[src/rtl/tri_port_regfile_pkg.sv]
package tri_port_regfile_pkg;
  localparam int unsigned RF_DATA_W  = 32;
  localparam int unsigned RF_ADDR_W  = 3;
  localparam int unsigned RF_DBG_IDX = 2;
endpackage

[src/rtl/rf_wr_decode.sv]
module rf_wr_decode #(
  parameter int unsigned ADDR_W = 3,
  localparam int unsigned NUM_REGS = 1 << ADDR_W
) (
  input  logic                clk_i,
  input  logic                rst_ni,
  input  logic                wr_en_i,
  input  logic [ADDR_W-1:0]   wr_addr_i,
  output logic [NUM_REGS-1:0] strobe_o
);
  // index 0 never receives a strobe
  assign strobe_o[0] = 1'b0;

  for (genvar i = 1; i < NUM_REGS; i++) begin : g_strobe
    assign strobe_o[i] = wr_en_i && (wr_addr_i == ADDR_W'(i));
  end

  p_onehot_r2: assert property (@(posedge clk_i) disable iff (!rst_ni)
    $onehot0(strobe_o));

  p_strobe_needs_en_r3: assert property (@(posedge clk_i) disable iff (!rst_ni)
    !wr_en_i |-> (strobe_o == '0));
endmodule

[src/rtl/rf_word.sv]
module rf_word #(
  parameter int unsigned DATA_W = 32
) (
  input  logic              clk_i,
  input  logic              rst_ni,
  input  logic              en_i,
  input  logic [DATA_W-1:0] d_i,
  output logic [DATA_W-1:0] q_o
);
  always_ff @(posedge clk_i or negedge rst_ni) begin
    if (!rst_ni)   q_o <= '0;
    else if (en_i) q_o <= d_i;
  end

  p_load_r2: assert property (@(posedge clk_i) disable iff (!rst_ni)
    en_i |=> (q_o == $past(d_i)));

  p_hold_r3: assert property (@(posedge clk_i) disable iff (!rst_ni)
    !en_i |=> $stable(q_o));
endmodule

[src/rtl/rf_rd_mux.sv]
module rf_rd_mux #(
  parameter int unsigned DATA_W = 32,
  parameter int unsigned ADDR_W = 3,
  localparam int unsigned NUM_REGS = 1 << ADDR_W
) (
  input  logic [NUM_REGS-1:0][DATA_W-1:0] words_i,
  input  logic [ADDR_W-1:0]               addr_i,
  output logic [DATA_W-1:0]               data_o
);
  assign data_o = words_i[addr_i];
endmodule

[src/rtl/tri_port_regfile.sv]
module tri_port_regfile
  import tri_port_regfile_pkg::*;
#(
  parameter int unsigned DATA_W  = RF_DATA_W,
  parameter int unsigned ADDR_W  = RF_ADDR_W,
  parameter int unsigned DBG_IDX = RF_DBG_IDX,
  localparam int unsigned NUM_REGS = 1 << ADDR_W
) (
  input  logic              clk_i,
  input  logic              rst_ni,
  input  logic              wr_en_i,
  input  logic [ADDR_W-1:0] wr_addr_i,
  input  logic [DATA_W-1:0] wr_data_i,
  input  logic [ADDR_W-1:0] rd_a_addr_i,
  output logic [DATA_W-1:0] rd_a_data_o,
  input  logic [ADDR_W-1:0] rd_b_addr_i,
  output logic [DATA_W-1:0] rd_b_data_o,
  output logic [DATA_W-1:0] dbg_o
);
  logic [NUM_REGS-1:0]             strobe;
  logic [NUM_REGS-1:0][DATA_W-1:0] word_q;

  rf_wr_decode #(.ADDR_W(ADDR_W)) u_dec (
    .clk_i    (clk_i),
    .rst_ni   (rst_ni),
    .wr_en_i  (wr_en_i),
    .wr_addr_i(wr_addr_i),
    .strobe_o (strobe)
  );

  for (genvar i = 0; i < NUM_REGS; i++) begin : g_word
    if (i == 0) begin : g_zero
      assign word_q[i] = '0;
    end else begin : g_store
      rf_word #(.DATA_W(DATA_W)) u_word (
        .clk_i (clk_i),
        .rst_ni(rst_ni),
        .en_i  (strobe[i]),
        .d_i   (wr_data_i),
        .q_o   (word_q[i])
      );
    end
  end

  rf_rd_mux #(.DATA_W(DATA_W), .ADDR_W(ADDR_W)) u_rd_a (
    .words_i(word_q),
    .addr_i (rd_a_addr_i),
    .data_o (rd_a_data_o)
  );

  rf_rd_mux #(.DATA_W(DATA_W), .ADDR_W(ADDR_W)) u_rd_b (
    .words_i(word_q),
    .addr_i (rd_b_addr_i),
    .data_o (rd_b_data_o)
  );

  assign dbg_o = word_q[DBG_IDX];

  p_write_lands_r2: assert property (@(posedge clk_i) disable iff (!rst_ni)
    (wr_en_i && wr_addr_i != '0) |=> (word_q[$past(wr_addr_i)] == $past(wr_data_i)));

  p_no_write_r3: assert property (@(posedge clk_i) disable iff (!rst_ni)
    !wr_en_i |=> $stable(word_q));

  p_no_zero_strobe_r6: assert property (@(posedge clk_i) disable iff (!rst_ni)
    !strobe[0]);

  p_zero_a_r6: assert property (@(posedge clk_i) disable iff (!rst_ni)
    (rd_a_addr_i == '0) |-> (rd_a_data_o == '0));

  p_zero_b_r6: assert property (@(posedge clk_i) disable iff (!rst_ni)
    (rd_b_addr_i == '0) |-> (rd_b_data_o == '0));

  p_dbg_follows_r7: assert property (@(posedge clk_i) disable iff (!rst_ni)
    (wr_en_i && wr_addr_i == ADDR_W'(DBG_IDX)) |=> (dbg_o == $past(wr_data_i)));

  p_dbg_steady_r7: assert property (@(posedge clk_i) disable iff (!rst_ni)
    !(wr_en_i && wr_addr_i == ADDR_W'(DBG_IDX)) |=> $stable(dbg_o));
endmodule

[config.mk]
export PLATFORM = sky130hd
export DESIGN_NAME = tri_port_regfile
export DESIGN_NICKNAME = d
export VERILOG_FILES = /design/src/rtl/tri_port_regfile_pkg.sv /design/src/rtl/rf_wr_decode.sv /design/src/rtl/rf_word.sv /design/src/rtl/rf_rd_mux.sv /design/src/rtl/tri_port_regfile.sv
export SDC_FILE = /design/constraint.sdc
export NUM_CORES = 1
export LEC_CHECK = 0
export BUFFER_PORTS_ARGS = -buffer_cell sky130_fd_sc_hd__clkbuf_2
export CORE_MARGIN = 2
export CORE_UTILIZATION = 60
export CTS_CLUSTER_DIAMETER = 120
export DETAILED_ROUTE_END_ITERATION = 8
export PLACE_DENSITY = 0.91
export REMOVE_ABC_BUFFERS = 1
export SYNTH_ARGS = -nofsm -noshare
export SYNTH_HDL_FRONTEND = slang
export SYNTH_SLANG_ARGS = --single-unit
[constraint.sdc]
create_clock -name clk_i -period 3.5 [get_ports clk_i]
set_clock_uncertainty 0.1 [all_clocks]
set_input_delay 0.7 -clock clk_i [delete_from_list [all_inputs] [get_ports clk_i]]
set_output_delay 0.7 -clock clk_i [all_outputs]
set_load 0.02 [all_outputs]
; After elaboration in Yosys (flattened, before gate mapping)
; Cells that the tools add are included.
[totals]
register_bits = 224
latch_bits = 0
ram_bits = 0
rom_bits = 0
input_bits = 44
output_inout_bits = 96
word_cells = 27
memories = 0
[classes]
addsub = 0
n_mul = 0
n_div = 0
order_cmp = 2
n_eq_ne = 7
shift = 0
n_mux = 4
bitwise_logic = 0
reduce_logical = 7
[op_table]
columns = operator, n
row1 = $bmux 32 s3, 2
row2 = $mux 32, 2
row3 = $eq 3x3->1 const B, 4
row4 = $lt 3x4->1 const B, 2
row5 = $logic_and 1x1->1, 7
row6 = $eq 3x2->1 const B, 2
row7 = $eq 3x1->1 const B, 1

; Longest topological paths before layout
; Gate-level depths: netlist of the first run.
[depth]
word_depth = 2
depth_mapped = 5
depth_no_buf = 3

; Modules after synthesis
; From an unflattened synthesis of the first run, not the netlist that was laid out.
[unflattened]
hier_cells = 714
hier_area_um2 = 13658.1
[modules_own_cells]
columns = mod, instances, cells_each, area_each_um2, seq_area_each_um2
row1 = rf_word, 7, 68, 1345.0, 800.8
row2 = rf_rd_mux, 2, 114, 2073.2, 0.0
row3 = rf_wr_decode, 1, 9, 92.6, 0.0
row4 = tri_port_regfile, 1, 1, 3.8, 0.0

; Least setup slack after synthesis of the first run
; OpenSTA, ideal clock, no wires.
[synth_timing]
path_kind = input to output
startpoint = input rd_b_addr_i[0]
endpoint = output rd_b_data_o[0]
t_arrival_ps = 1938
t_required_ps = 2700
path_slack_ps = 762
path_stages = 5
n_path_buf = 3
cell_sequence = buf_2 and2_1 clkbuf_1 clkbuf_1 a221oi_1
[synth_between]
elab_chain_cells = 2
[synth_rtl]
columns = element, line_no
row1 = start: declaration, tri_port_regfile.sv:16  ; input logic [ADDR_W-1:0] rd_b_addr_i,
row2 = $bmux 32 s3, rf_rd_mux.sv:10  ; assign data_o = words_i[addr_i];
row3 = $mux 32 (not written as such), rf_rd_mux.sv:10
row4 = end: declaration, tri_port_regfile.sv:17  ; output logic [DATA_W-1:0] rd_b_data_o,
; No other way between the ends. The select of a mux whose other input is x is not followed.

; Worst setup path in the final report of the first run
[layout_timing]
startpoint = input rd_b_addr_i[2]
endpoint = output rd_b_data_o[1]
; Same word-level chain as after synthesis.

==> metrics.md, run 1 <==
| Metric | Value |
|---|---|
| Synth async-reset ratio | `1.000` |
| Fmax | `approximately 0.31 GHz` |
| Post-cts resize count | `0` |
| Largest regs | `g_word.g_store.u_word.q_o: 224 flops` |
| I/O Pins | `140` |
| Most numerous cell in the Yosys netlist | `dfrtp_1` |
| Met2 WL | `between 15,000 and 20,000 um` |
| HP Class | `input pin to async pin` |
| Critical path type | `input pin to output port` |
| PnR Total Power | `roughly 8.5 mW` |
| # DRC | `0` |
| Minimum clock period | `between 3 and 4 ns` |
| Clk Latency, worst-skew pair | `about 0.52 ns` |
| Syn avg cell area | `14.08 um^2` |
| Core Area | `0.02017 mm^2` |
| Max H-tree Level | `1` |
| Number of global-route vias before repair | `between 9,000 and 10,000` |
| Critical path arrival | `roughly 2.4 ns` |
| Worst vdd ir | `between 0.0003 and 0.0004 V` |
| Post-Syn Area | `about 0.012 mm^2` |
| Fin. max-slew vios | `0` |
| Post-synth top area share | `0.4567` |
| Final period utilization | `0.9242` |
| Layout cell share with drive strength beyond 1 | `0.4796` |
| Hold Violations, Final | `0` |
| First-pass GRT wire length | `roughly 51,000 um` |
| Relative slew slack | `0.2756` |
| Final hold slack | `a little over 0.08 ns` |
| Synth warn | `0` |
| EDFF count, synth | `0` |
| Run status | `completed` |
| # fillers | `1,357` |
| CP required | `between 2 and 3 ns` |
| Initial antenna violation count | `0` |
| Worst r2r src | `g_word[2].g_store.u_word.q_o[6]` |
| Post-DP HPWL | `19,990 um` |
| Clock transition at path regs | `~0.06 ns` |
| Total negative setup slack | `0 ns` |
| CTS tree | `yes` |
| Worst-Margin Slew | `roughly 1.1 ns` |
| Clock Path Buffers | `3` |
| Crit path launch | `rd_b_addr_i[2]` |
| Top cells by area, synth | `dfrtp_1, mux2_2, mux2i_1` |
| GRT Total Usage | `0.3018` |
| Antenna viol nets, final | `0` |
| Inst Count DP | `around 1,200` |
| Top_reg_cell synth | `dfrtp_1` |
| Critical path endpoint | `rd_b_data_o[1]` |
| Post-synthesis cell type count | `25` |
| Initial DRC count | `802` |
| CTS Buf Count | `25` |
| R2R depth | `1` |
| Placed cell area | `roughly 0.013 mm^2` |
| Wire per inst | `between 20 and 30 um` |
| Nature of the critical path startpoint | `input pin` |
| Starting Density | `0.6086` |
| #FFs+latches synth | `224` |
| Synth area leader | `dfrtp_1` |
| Area grow syn2layout | `13.44%` |
| Via count | `~9,000` |
| Antenna Diode Count | `0` |
| Synth top cells by count | `dfrtp_1, mux2_2, mux2i_1, a221oi_1, mux2_4` |
| Biggest fanout along the worst timing path | `18` |
| Gpl congestion | `0.8476` |
| # hold bufs at CTS | `0` |
| Pre-CTS WS | `about 0.3 ns` |
| Gr ovfl total | `0` |
| Lkg Pwr | `6.365 nW` |
| Post-CTS setup buffers | `0` |
| WL met1 | `roughly 14,000 um` |
| Fin nets | `1,033` |
| # port buffers | `between 100 and 150` |
| Top layer in use | `met4` |
| RSZ-0062 raised after global routing | `false` |
| Largest net degree at the start of global routing | `a little over 80` |
| Drt pass-1 iters | `7` |
| Fin worst setup slack | `0.2654 ns` |
| Power per cell area | `between 600 and 700 mW/mm^2` |
| Clock Sink Count | `224` |
| Biggest register | `g_word.g_store.u_word.q_o` |
| Register area share after synthesis | `0.4567` |
| Critical R2R Capture | `g_word[2].g_store.u_word.q_o[6]` |
| Cell Count, Final, Fillers Out | `1,275` |
| WL met3 | `roughly 2700 um` |
| Max reg flops | `224` |
| Clock root cell | `clkbuf_16` |
| Maxcap violations | `0` |
| Horiz. Die Dim | `about 150 um` |
| Design area | `roughly 0.014 mm^2` |
| Post-Route WL | `approximately 33,000 um` |
| Die Area | `around 0.022 mm^2` |
| Row Count | `52` |
| Core Util, Final | `0.6903` |
| # setup viols final | `0` |
| R2r setup slk | `2.55 ns` |
| Die Ht | `147.0 um` |
| Worst setup EP type | `output port` |
| Cells after Synth | `slightly below 900` |
| Vias per cell | `around 6.9` |
## cells by family after synthesis
| family | Yosys count | synth area share |
|---|---|---|
| muxes | 416 | 0.3870 |
| buffers and inverters | 87 | 0.05005 |
| and+or+nand+nor | 16 | 0.01488 |
| AOI/OAI and AO/OA | 129 | 0.09144 |
| DFF | 224 | 0.4567 |
## how the worst min path moves through the flow
stage	from	cells after the start	to
detailed placement	g_word[3].g_store.u_word.q_o[23]	1	g_word[3].g_store.u_word.q_o[23]
global route	rst_ni	1	g_word[5].g_store.u_word.q_o[7]
CTS	rst_ni	1	g_word[5].g_store.u_word.q_o[7]
finish	rst_ni	1	g_word[5].g_store.u_word.q_o[7]
floorplan	rst_ni	0	g_word[1].g_store.u_word.q_o[0]
global placement	g_word[3].g_store.u_word.q_o[29]	1	g_word[3].g_store.u_word.q_o[29]
## cells in the final DEF, fill, tap and decap left out, types with 4 or more instances in the layout
master / n
clkinv_2: 7
clkbuf_1: 4
buf_4: 30
mux2_1: 31
a221oi_1: 125
mux2_4: 60
buf_12: 9
mux2_2: 197
clkbuf_2: 136
clkbuf_16: 25
mux2i_1: 128
dfrtp_1: 224
## where the power goes
part / internal (mW) / switching (mW) / total (mW)
sequential: 3.17 / 0.505 / 3.67
clock: 1.59 / 1.06 / 2.65
combinational: 1.12 / 1.09 / 2.21
total: 5.87 / 2.66 / 8.53
## critical path: stages
cell and delay (ns):
clkbuf_2 0.09, nor2b_2 0.85, buf_4 0.42, a221oi_1 0.16, clkbuf_2 0.18
## routing by layer
metal,track usage,vias to the layer above
met1,0.4185,4546
li1,-,3650
met5,0,-
met3,0.05217,97
met4,0.1188,0
met2,0.4791,459
## layout make-up
class / instances / area (um^2) / share of cell area
Clock inverter: 11 / 133.9 / 0.009615
Tap cell: 270 / 337.8 / 0.02426
Clock buffer: 32 / 681.9 / 0.04898
Timing Repair Buffer: 176 / 1101 / 0.07908
Inverter: 1 / 3.754 / 0.0002696
Multi-Input combinational cell: 561 / 6060 / 0.4352
Sequential cell: 224 / 5605 / 0.4026
Power figures use the tool's default switching activity.
==> run 2, diff against run 1 <==
--- a/config.mk
+++ b/config.mk
@@ -7,10 +7,10 @@
 export LEC_CHECK = 0
 export BUFFER_PORTS_ARGS = -buffer_cell sky130_fd_sc_hd__clkbuf_2
 export CORE_MARGIN = 2
-export CORE_UTILIZATION = 60
+export CORE_UTILIZATION = 59
 export CTS_CLUSTER_DIAMETER = 120
 export DETAILED_ROUTE_END_ITERATION = 8
-export PLACE_DENSITY = 0.91
+export PLACE_DENSITY = 0.89
 export REMOVE_ABC_BUFFERS = 1
 export SYNTH_ARGS = -nofsm -noshare
 export SYNTH_HDL_FRONTEND = slang
==> constraint.sdc (replaced) <==
create_clock -name clk_i -period 3.6 [get_ports clk_i]
set_clock_uncertainty 0.1 [all_clocks]
set_input_delay 0.36 -clock clk_i [delete_from_list [all_inputs] [get_ports clk_i]]
set_output_delay 0.36 -clock clk_i [all_outputs]
set_load 0.02 [all_outputs]
==> run 2 against run 1 <==
First-iteration DRC count shrank 24%; global-route usage is 1.7 points lower; power down 5.1%; combinational power fell by 4%; non-clock buffer count is 7 lower; register-to-register slack better by 0.07 ns; largest cell class unchanged.
==> metrics.md, run 2 (synthesized netlist as in run 1, its figures left out) <==
| Metric | Value |
|---|---|
| Gpl congestion | `0.8056 (-5.0%)` |
| Gr ovfl total | `0 (unchanged)` |
| Wire per inst | `24.75 um (-4.3%)` |
| Maxcap violations | `0 (unchanged)` |
| Run status | `completed` |
| Minimum clock period | `between 2 and 3 ns` |
| # setup viols final | `0 (unchanged)` |
| Antenna viol nets, final | `0 (unchanged)` |
| Nature of the critical path startpoint | `input pin` |
| Die Ht | `148.2 um (+0.82%)` |
| Crit-path cells | `clkbuf_2, buf_4, nor2b_2, buf_4, a221oi_1, clkbuf_2` |
| WP buf/inv | `4 (+1)` |
| Fin nets | `1,025 (-0.77%)` |
| Starting Density | `0.6047 (-0.003901)` |
| Critical R2R Capture | `g_word[2].g_store.u_word.q_o[6]` |
| Initial DRC count | `613 (-24%)` |
| Hold-critical path depth | `2` |
| CP required | `3.14 ns (+0.44 ns)` |
| Clk Latency, worst-skew pair | `0.51 ns (about the same)` |
| Top layer in use | `met5` |
| Critical path type | `input pin to output port` |
| Area grow syn2layout | `12.40%` |
| Worst vdd ir | `0.0004029 V (+9.4%)` |
| Post-CTS setup buffers | `0 (unchanged)` |
| Die Area | `0.02197 mm^2 (+1.6%)` |
| Largest net degree at the start of global routing | `110 (+36%)` |
| WL met3 | `2338 um (-14%)` |
| Drt pass-1 iters | `5 (-2)` |
| # DRC | `0 (unchanged)` |
| Final hold slack | `0.06528 ns (-0.01610 ns)` |
| Critical path arrival | `2.42 ns (about the same)` |
| Worst setup EP type | `output port` |
| Number of global-route vias before repair | `8,910 (-2.3%)` |
| Hold Violations, Final | `0 (unchanged)` |
| Via count | `8,544 (-2.4%)` |
| First-pass GRT wire length | `49,390 um (-4.1%)` |
| CTS Buf Count | `24 (-4.0%)` |
| Worst-Margin Slew | `1.199 ns (+0.1168 ns)` |
| Met2 WL | `15,280 um (-2.1%)` |
| Post-DP HPWL | `19,640 um (-1.8%)` |
| Most frequent cells in the layout | `dfrtp_1, mux2_2, clkbuf_2` |
| Initial antenna violation count | `1 (+1)` |
| Relative slew slack | `0.1974 (-0.07822)` |
| Post-Route WL | `31,300 um (-5.1%)` |
| Biggest fanout along the worst timing path | `18 (unchanged)` |
| CTS tree | `yes` |
| Largest regs | `g_word.g_store.u_word.q_o: 224 flops` |
| Final period utilization | `0.7998` |
| Worst path max stage delay | `1.01 ns (+0.16 ns)` |
| Antenna Diode Count | `0 (unchanged)` |
| Lkg Pwr | `6.286 nW (-1.2%)` |
| HP Class | `input pin to flop` |
| Hold EP | `g_word[6].g_store.u_word.q_o[15]` |
| Layout cell share with drive strength beyond 1 | `0.4724 (-0.007240)` |
| Clock transition at path regs | `0.06 ns (about the same)` |
| Power per cell area | `586.5 mW/mm^2 (-4.3%)` |
| Clock Path Buffers | `3 (unchanged)` |
| Slowest stage cell, crit path | `nor2b_2` |
| Worst r2r src | `g_word[2].g_store.u_word.q_o[6]` |
| Core Area | `0.02030 mm^2 (+0.65%)` |
| R2R depth | `1 (unchanged)` |
| Clock root cell | `clkbuf_16` |
| Fmax | `around 0.35 GHz` |
| Pre-CTS WS | `0.8638 ns (+0.5643 ns)` |
| Row Count | `52 (unchanged)` |
| Max reg flops | `224 (unchanged)` |
| Max H-tree Level | `1 (unchanged)` |
| PnR Total Power | `8.091 mW (-5.1%)` |
| R2r setup slk | `2.62 ns (+0.07 ns)` |
| Clock Sink Count | `224 (unchanged)` |
| Vias per cell | `6.754 (-1.6%)` |
| Most common cell after layout, fill and taps aside | `dfrtp_1` |
| Total negative setup slack | `0 ns (unchanged)` |
| CP delay by family, top | `simple AND/OR/NAND/NOR gates` |
| GRT Total Usage | `0.2852 (-0.01661)` |
| Fin worst setup slack | `0.7208 ns (+0.4554 ns)` |
| RSZ-0062 raised after global routing | `false` |
| Biggest register | `g_word.g_store.u_word.q_o` |
| # port buffers | `139 (unchanged)` |
| Critical hold path startpoint | `wr_data_i[15]` |
| Fin. max-slew vios | `0 (unchanged)` |
| I/O Pins | `140 (unchanged)` |
| Horiz. Die Dim | `148.2 um (+0.82%)` |
| WL met1 | `12,890 um (-5.1%)` |
[run 2: changes by cell type in the layout (fill, tap and decap cells not counted), moves of 3 or more]
| cell | change |
|---|---|
| clkinv_2 | -7 |
| buf_12 | -3 |
| bufinv_16 | -3 |
| buf_4 | -5 |
| clkbuf_8 | +6 |
[run 2: layout make-up]
cell class	instances	area (um^2)
Fill cell	1462	6504
Multi-Input combinational cell	561	6060
Sequential cell	224	5605
Timing Repair Buffer	169	1013
Clock buffer	39	768.2
Tap cell	270	337.8
Clock inverter	1	7.507
Inverter	1	3.754
[run 2: per-layer routing]
layer,vias up,track usage
met5,-,0
met4,2,0.09286
met3,80,0.05153
met2,370,0.4785
met1,4441,0.3783
li1,3651,-
[run 2: report_power, final]
group	internal (mW)	total, mW	switching [mW]
logic	1.08	2.12	1.04
registers	3.08	3.56	0.479
clock network	1.44	2.42	0.974
total	5.60	8.09	2.49
[run 2: metrics by stage]
| step | std cells | area, um^2 | utilization |
|---|---|---|---|
| floorplan | 786 | 11660 | - |
| global placement | 1224 | 13010 | 0.6409 |
| detailed placement | 1224 | 13010 | 0.6409 |
| CTS | 1265 | 13800 | 0.6796 |
| global route | 1265 | 13800 | 0.6796 |
| finish | 1265 | 13800 | 0.6796 |
[run 2: repair_timing]
item	in CTS	in global routing
gates resized for setup	0	0
hold buffers	1	0
endpoints found under the hold margin	105	0
[run 2: worst max path at each step]
| stage | from | end | cells past startpoint |
|---|---|---|---|
| 2_1_floorplan | wr_addr_i[2] | g_word[1].g_store.u_word.q_o[15] | 2 |
| 3_3_place_gp | rd_b_addr_i[2] | rd_b_data_o[15] | 6 |
| 3_5_place_dp | rd_b_addr_i[2] | rd_b_data_o[23] | 6 |
| 4_1_cts | rd_b_addr_i[2] | rd_b_data_o[23] | 6 |
| 5_1_grt | rd_b_addr_i[2] | rd_b_data_o[23] | 6 |
| 6_report | rd_b_addr_i[2] | rd_b_data_o[23] | 6 |
==> run 3, diff against run 2 <==
--- a/config.mk
+++ b/config.mk
@@ -7,10 +7,10 @@
 export LEC_CHECK = 0
 export BUFFER_PORTS_ARGS = -buffer_cell sky130_fd_sc_hd__clkbuf_2
 export CORE_MARGIN = 2
-export CORE_UTILIZATION = 59
+export CORE_UTILIZATION = 54
 export CTS_CLUSTER_DIAMETER = 120
 export DETAILED_ROUTE_END_ITERATION = 8
-export PLACE_DENSITY = 0.89
+export PLACE_DENSITY = 0.86
 export REMOVE_ABC_BUFFERS = 1
 export SYNTH_ARGS = -nofsm -noshare
 export SYNTH_HDL_FRONTEND = slang
==> constraint.sdc (replaced) <==
create_clock -name clk_i -period 2.4 [get_ports clk_i]
set_clock_uncertainty 0.1 [all_clocks]
set_input_delay 0.24 -clock clk_i [delete_from_list [all_inputs] [get_ports clk_i]]
set_output_delay 0.24 -clock clk_i [all_outputs]
set_load 0.02 [all_outputs]
==> run 3 against run 2 <==
Critical path depth down 2; non-clock buffer count is 30 higher; cell area up 3.8%; final cell count grew 3.6%.
==> metrics.md, run 3 (synthesized netlist as in run 1, its figures left out) <==
| Metric | Value |
|---|---|
| Run status | `completed` |
| Gr ovfl total | `0 (unchanged)` |
| Clock Sink Count | `224 (unchanged)` |
| Die Area | `0.02395 mm^2 (+9.0%)` |
| Row Count | `55 (+5.8%)` |
| Clk Latency, worst-skew pair | `0.50 ns (about the same)` |
| Max reg flops | `224 (unchanged)` |
| Area grow syn2layout | `16.62%` |
| Horiz. Die Dim | `154.8 um (+4.4%)` |
| Fin nets | `1,054 (+2.8%)` |
| First-pass GRT wire length | `51,670 um (+4.6%)` |
| Number of global-route vias before repair | `8,945 (+0.39%)` |
| I/O Pins | `140 (unchanged)` |
| Psw | `3.849 mW (+54%)` |
| # DRC | `0 (unchanged)` |
| Gate power share | `0.260 (-0.002)` |
| Post-CTS setup buffers | `0 (unchanged)` |
| Maxcap violations | `0 (unchanged)` |
| Hold Violations, Final | `0 (unchanged)` |
| Nature of the critical path startpoint | `flop` |
| Max H-tree Level | `1 (unchanged)` |
| GRT Total Usage | `0.2760 (-0.009236)` |
| Post-Route WL | `33,410 um (+6.7%)` |
| # setup viols final | `0 (unchanged)` |
| CP required | `2.06 ns (-1.08 ns)` |
| Post-DP HPWL | `19,670 um (+0.18%)` |
| Wire per inst | `25.49 um (+3.0%)` |
| RSZ-0062 raised after global routing | `false` |
| Fmax | `about 0.44 GHz` |
| Largest net degree at the start of global routing | `76 (-31%)` |
| Design area | `0.01431 mm^2 (+3.8%)` |
| Post-cts resize count | `0 (unchanged)` |
| Worst vdd ir | `0.0005087 V (+26%)` |
| Clock transition at path regs | `0.07 ns (about the same)` |
| Power share of the clock group | `0.316 (+0.017)` |
| Starting Density | `0.5455 (-0.05921)` |
| Power per cell area | `878.5 mW/mm^2 (+50%)` |
| Lkg Pwr | `6.502 nW (+3.4%)` |
| Total negative setup slack | `0 ns (unchanged)` |
| Final period utilization | `0.9499` |
| Layout cell share with drive strength beyond 1 | `0.4630 (-0.009399)` |
| # fillers | `1,650 (+13%)` |
| Fin. max-slew vios | `0 (unchanged)` |
| Die Ht | `154.8 um (+4.4%)` |
| Clock root cell | `clkbuf_16` |
| Critical path arrival | `1.94 ns (-0.48 ns)` |
| Core Area | `0.02250 mm^2 (+11%)` |
| Initial DRC count | `878 (+43%)` |
| Critical path type | `flop to output port` |
| Drt pass-1 iters | `6 (+1)` |
| Vias per cell | `6.693 (-0.91%)` |
| Biggest register | `g_word.g_store.u_word.q_o` |
| HP Class | `input pin to flop` |
| Placed cell area | `0.01316 mm^2 (+1.1%)` |
| Antenna Diode Count | `0 (unchanged)` |
| Worst setup EP type | `output port` |
| CTS tree | `yes` |
| Sw Ratio | `0.3061 (-0.001899)` |
| # port buffers | `139 (unchanged)` |
| CTS Buf Count | `23 (-4.2%)` |
| Initial antenna violation count | `0 (-1)` |
| Gpl congestion | `0.8600 (+6.8%)` |
| Relative slew slack | `0.2224 (+0.02503)` |
| Largest regs | `g_word.g_store.u_word.q_o: 224 flops` |
| Via count | `8,774 (+2.7%)` |
| Minimum clock period | `about 2.3 ns` |
| Int Power | `8.725 mW (+56%)` |
| Clock Path Buffers | `3 (unchanged)` |
| Biggest fanout along the worst timing path | `3 (-15)` |
| Reg power frac | `0.424 (-0.016)` |
| Most frequent cells in the layout | `dfrtp_1, mux2_2, clkbuf_2` |
| Most common cell after layout, fill and taps aside | `dfrtp_1` |
| Antenna viol nets, final | `0 (unchanged)` |
| # hold bufs at CTS | `32 (+31)` |
| Worst-Margin Slew | `1.164 ns (-0.03459 ns)` |
-- run 3: cell types whose count changed in the layout (fill, tap and decap cells not counted), moves of 4 or more --
cell,change
dlygate4sd3_1,+31
buf_4,-11
buf_12,+10
clkinv_2,+7
bufinv_16,+5
clkbuf_1,-5
clkbuf_8,-4
-- run 3: layout make-up --
cell class                 instances  area (um^2)  area share
clock buffer                      28        644.4     0.04502
clock inverter                    13        192.7     0.01346
inverter                           1        3.754   0.0002622
multi-input combinational        561         6070      0.4240
sequential                       224         5605      0.3916
tap                              285        356.6     0.02491
timing repair buffer             199         1441      0.1007
-- run 3: metal layers --
layer / up-vias / global-route usage / wire [um]
met5: - / 0 / 0
met4: 0 / 0.1019 / 1046
met3: 85 / 0.05099 / 2851
met2: 484 / 0.4398 / 15820
met1: 4504 / 0.3797 / 13700
li1: 3701 / - / -
-- run 3: worst max-delay path, cell delays in order (launching register included) --
cell and delay [ns]:
dfrtp_1 0.39, mux2_1 0.30, a221oi_1 0.43, a221oi_1 0.10
clkbuf_2 0.22
-- run 3: per-stage QoR --
stage	setup WS, ns	hold WS, ns	total power, mW	utilization	instances
after floorplan	0.1587	-0.1556	7.333	-	786
after global routing	0.02993	0.008689	13.09	0.6361	1311
final	0.1202	0.01046	12.57	0.6361	1311
after detailed placement	0.2328	0.1668	8.563	0.5847	1238
after global placement	0.2343	0.1756	8.398	0.5847	1238
after CTS	0.1500	0.001488	12.58	0.6361	1311
-- run 3: worst paths after layout --
kind	slack, ns	end	start	cells after the start
worst min register to register	0.42	g_word[6].g_store.u_word.q_o[24]	g_word[6].g_store.u_word.q_o[24]	1
max in group asynchronous	1.28	g_word[3].g_store.u_word.q_o[11]	rst_ni	3
min in group asynchronous	0.22	g_word[2].g_store.u_word.q_o[16]	rst_ni	2
worst max-delay path	0.12	rd_b_data_o[30]	g_word[3].g_store.u_word.q_o[30]	4
worst max register to register	1.45	g_word[2].g_store.u_word.q_o[30]	g_word[2].g_store.u_word.q_o[30]	1
worst min-delay path	0.01	g_word[2].g_store.u_word.q_o[11]	wr_data_i[11]	2
-- run 3: power by group through the flow --
stage          registers, mW  logic (mW)  clock network (mW)
2_1_floorplan           5.29        2.04                   0
5_1_grt                 5.43        3.50                4.16
3_3_place_gp            5.28        3.12                   0
3_5_place_dp            5.36        3.20                   0
6_report                5.33        3.27                3.97
4_1_cts                 5.31        3.27                4.00
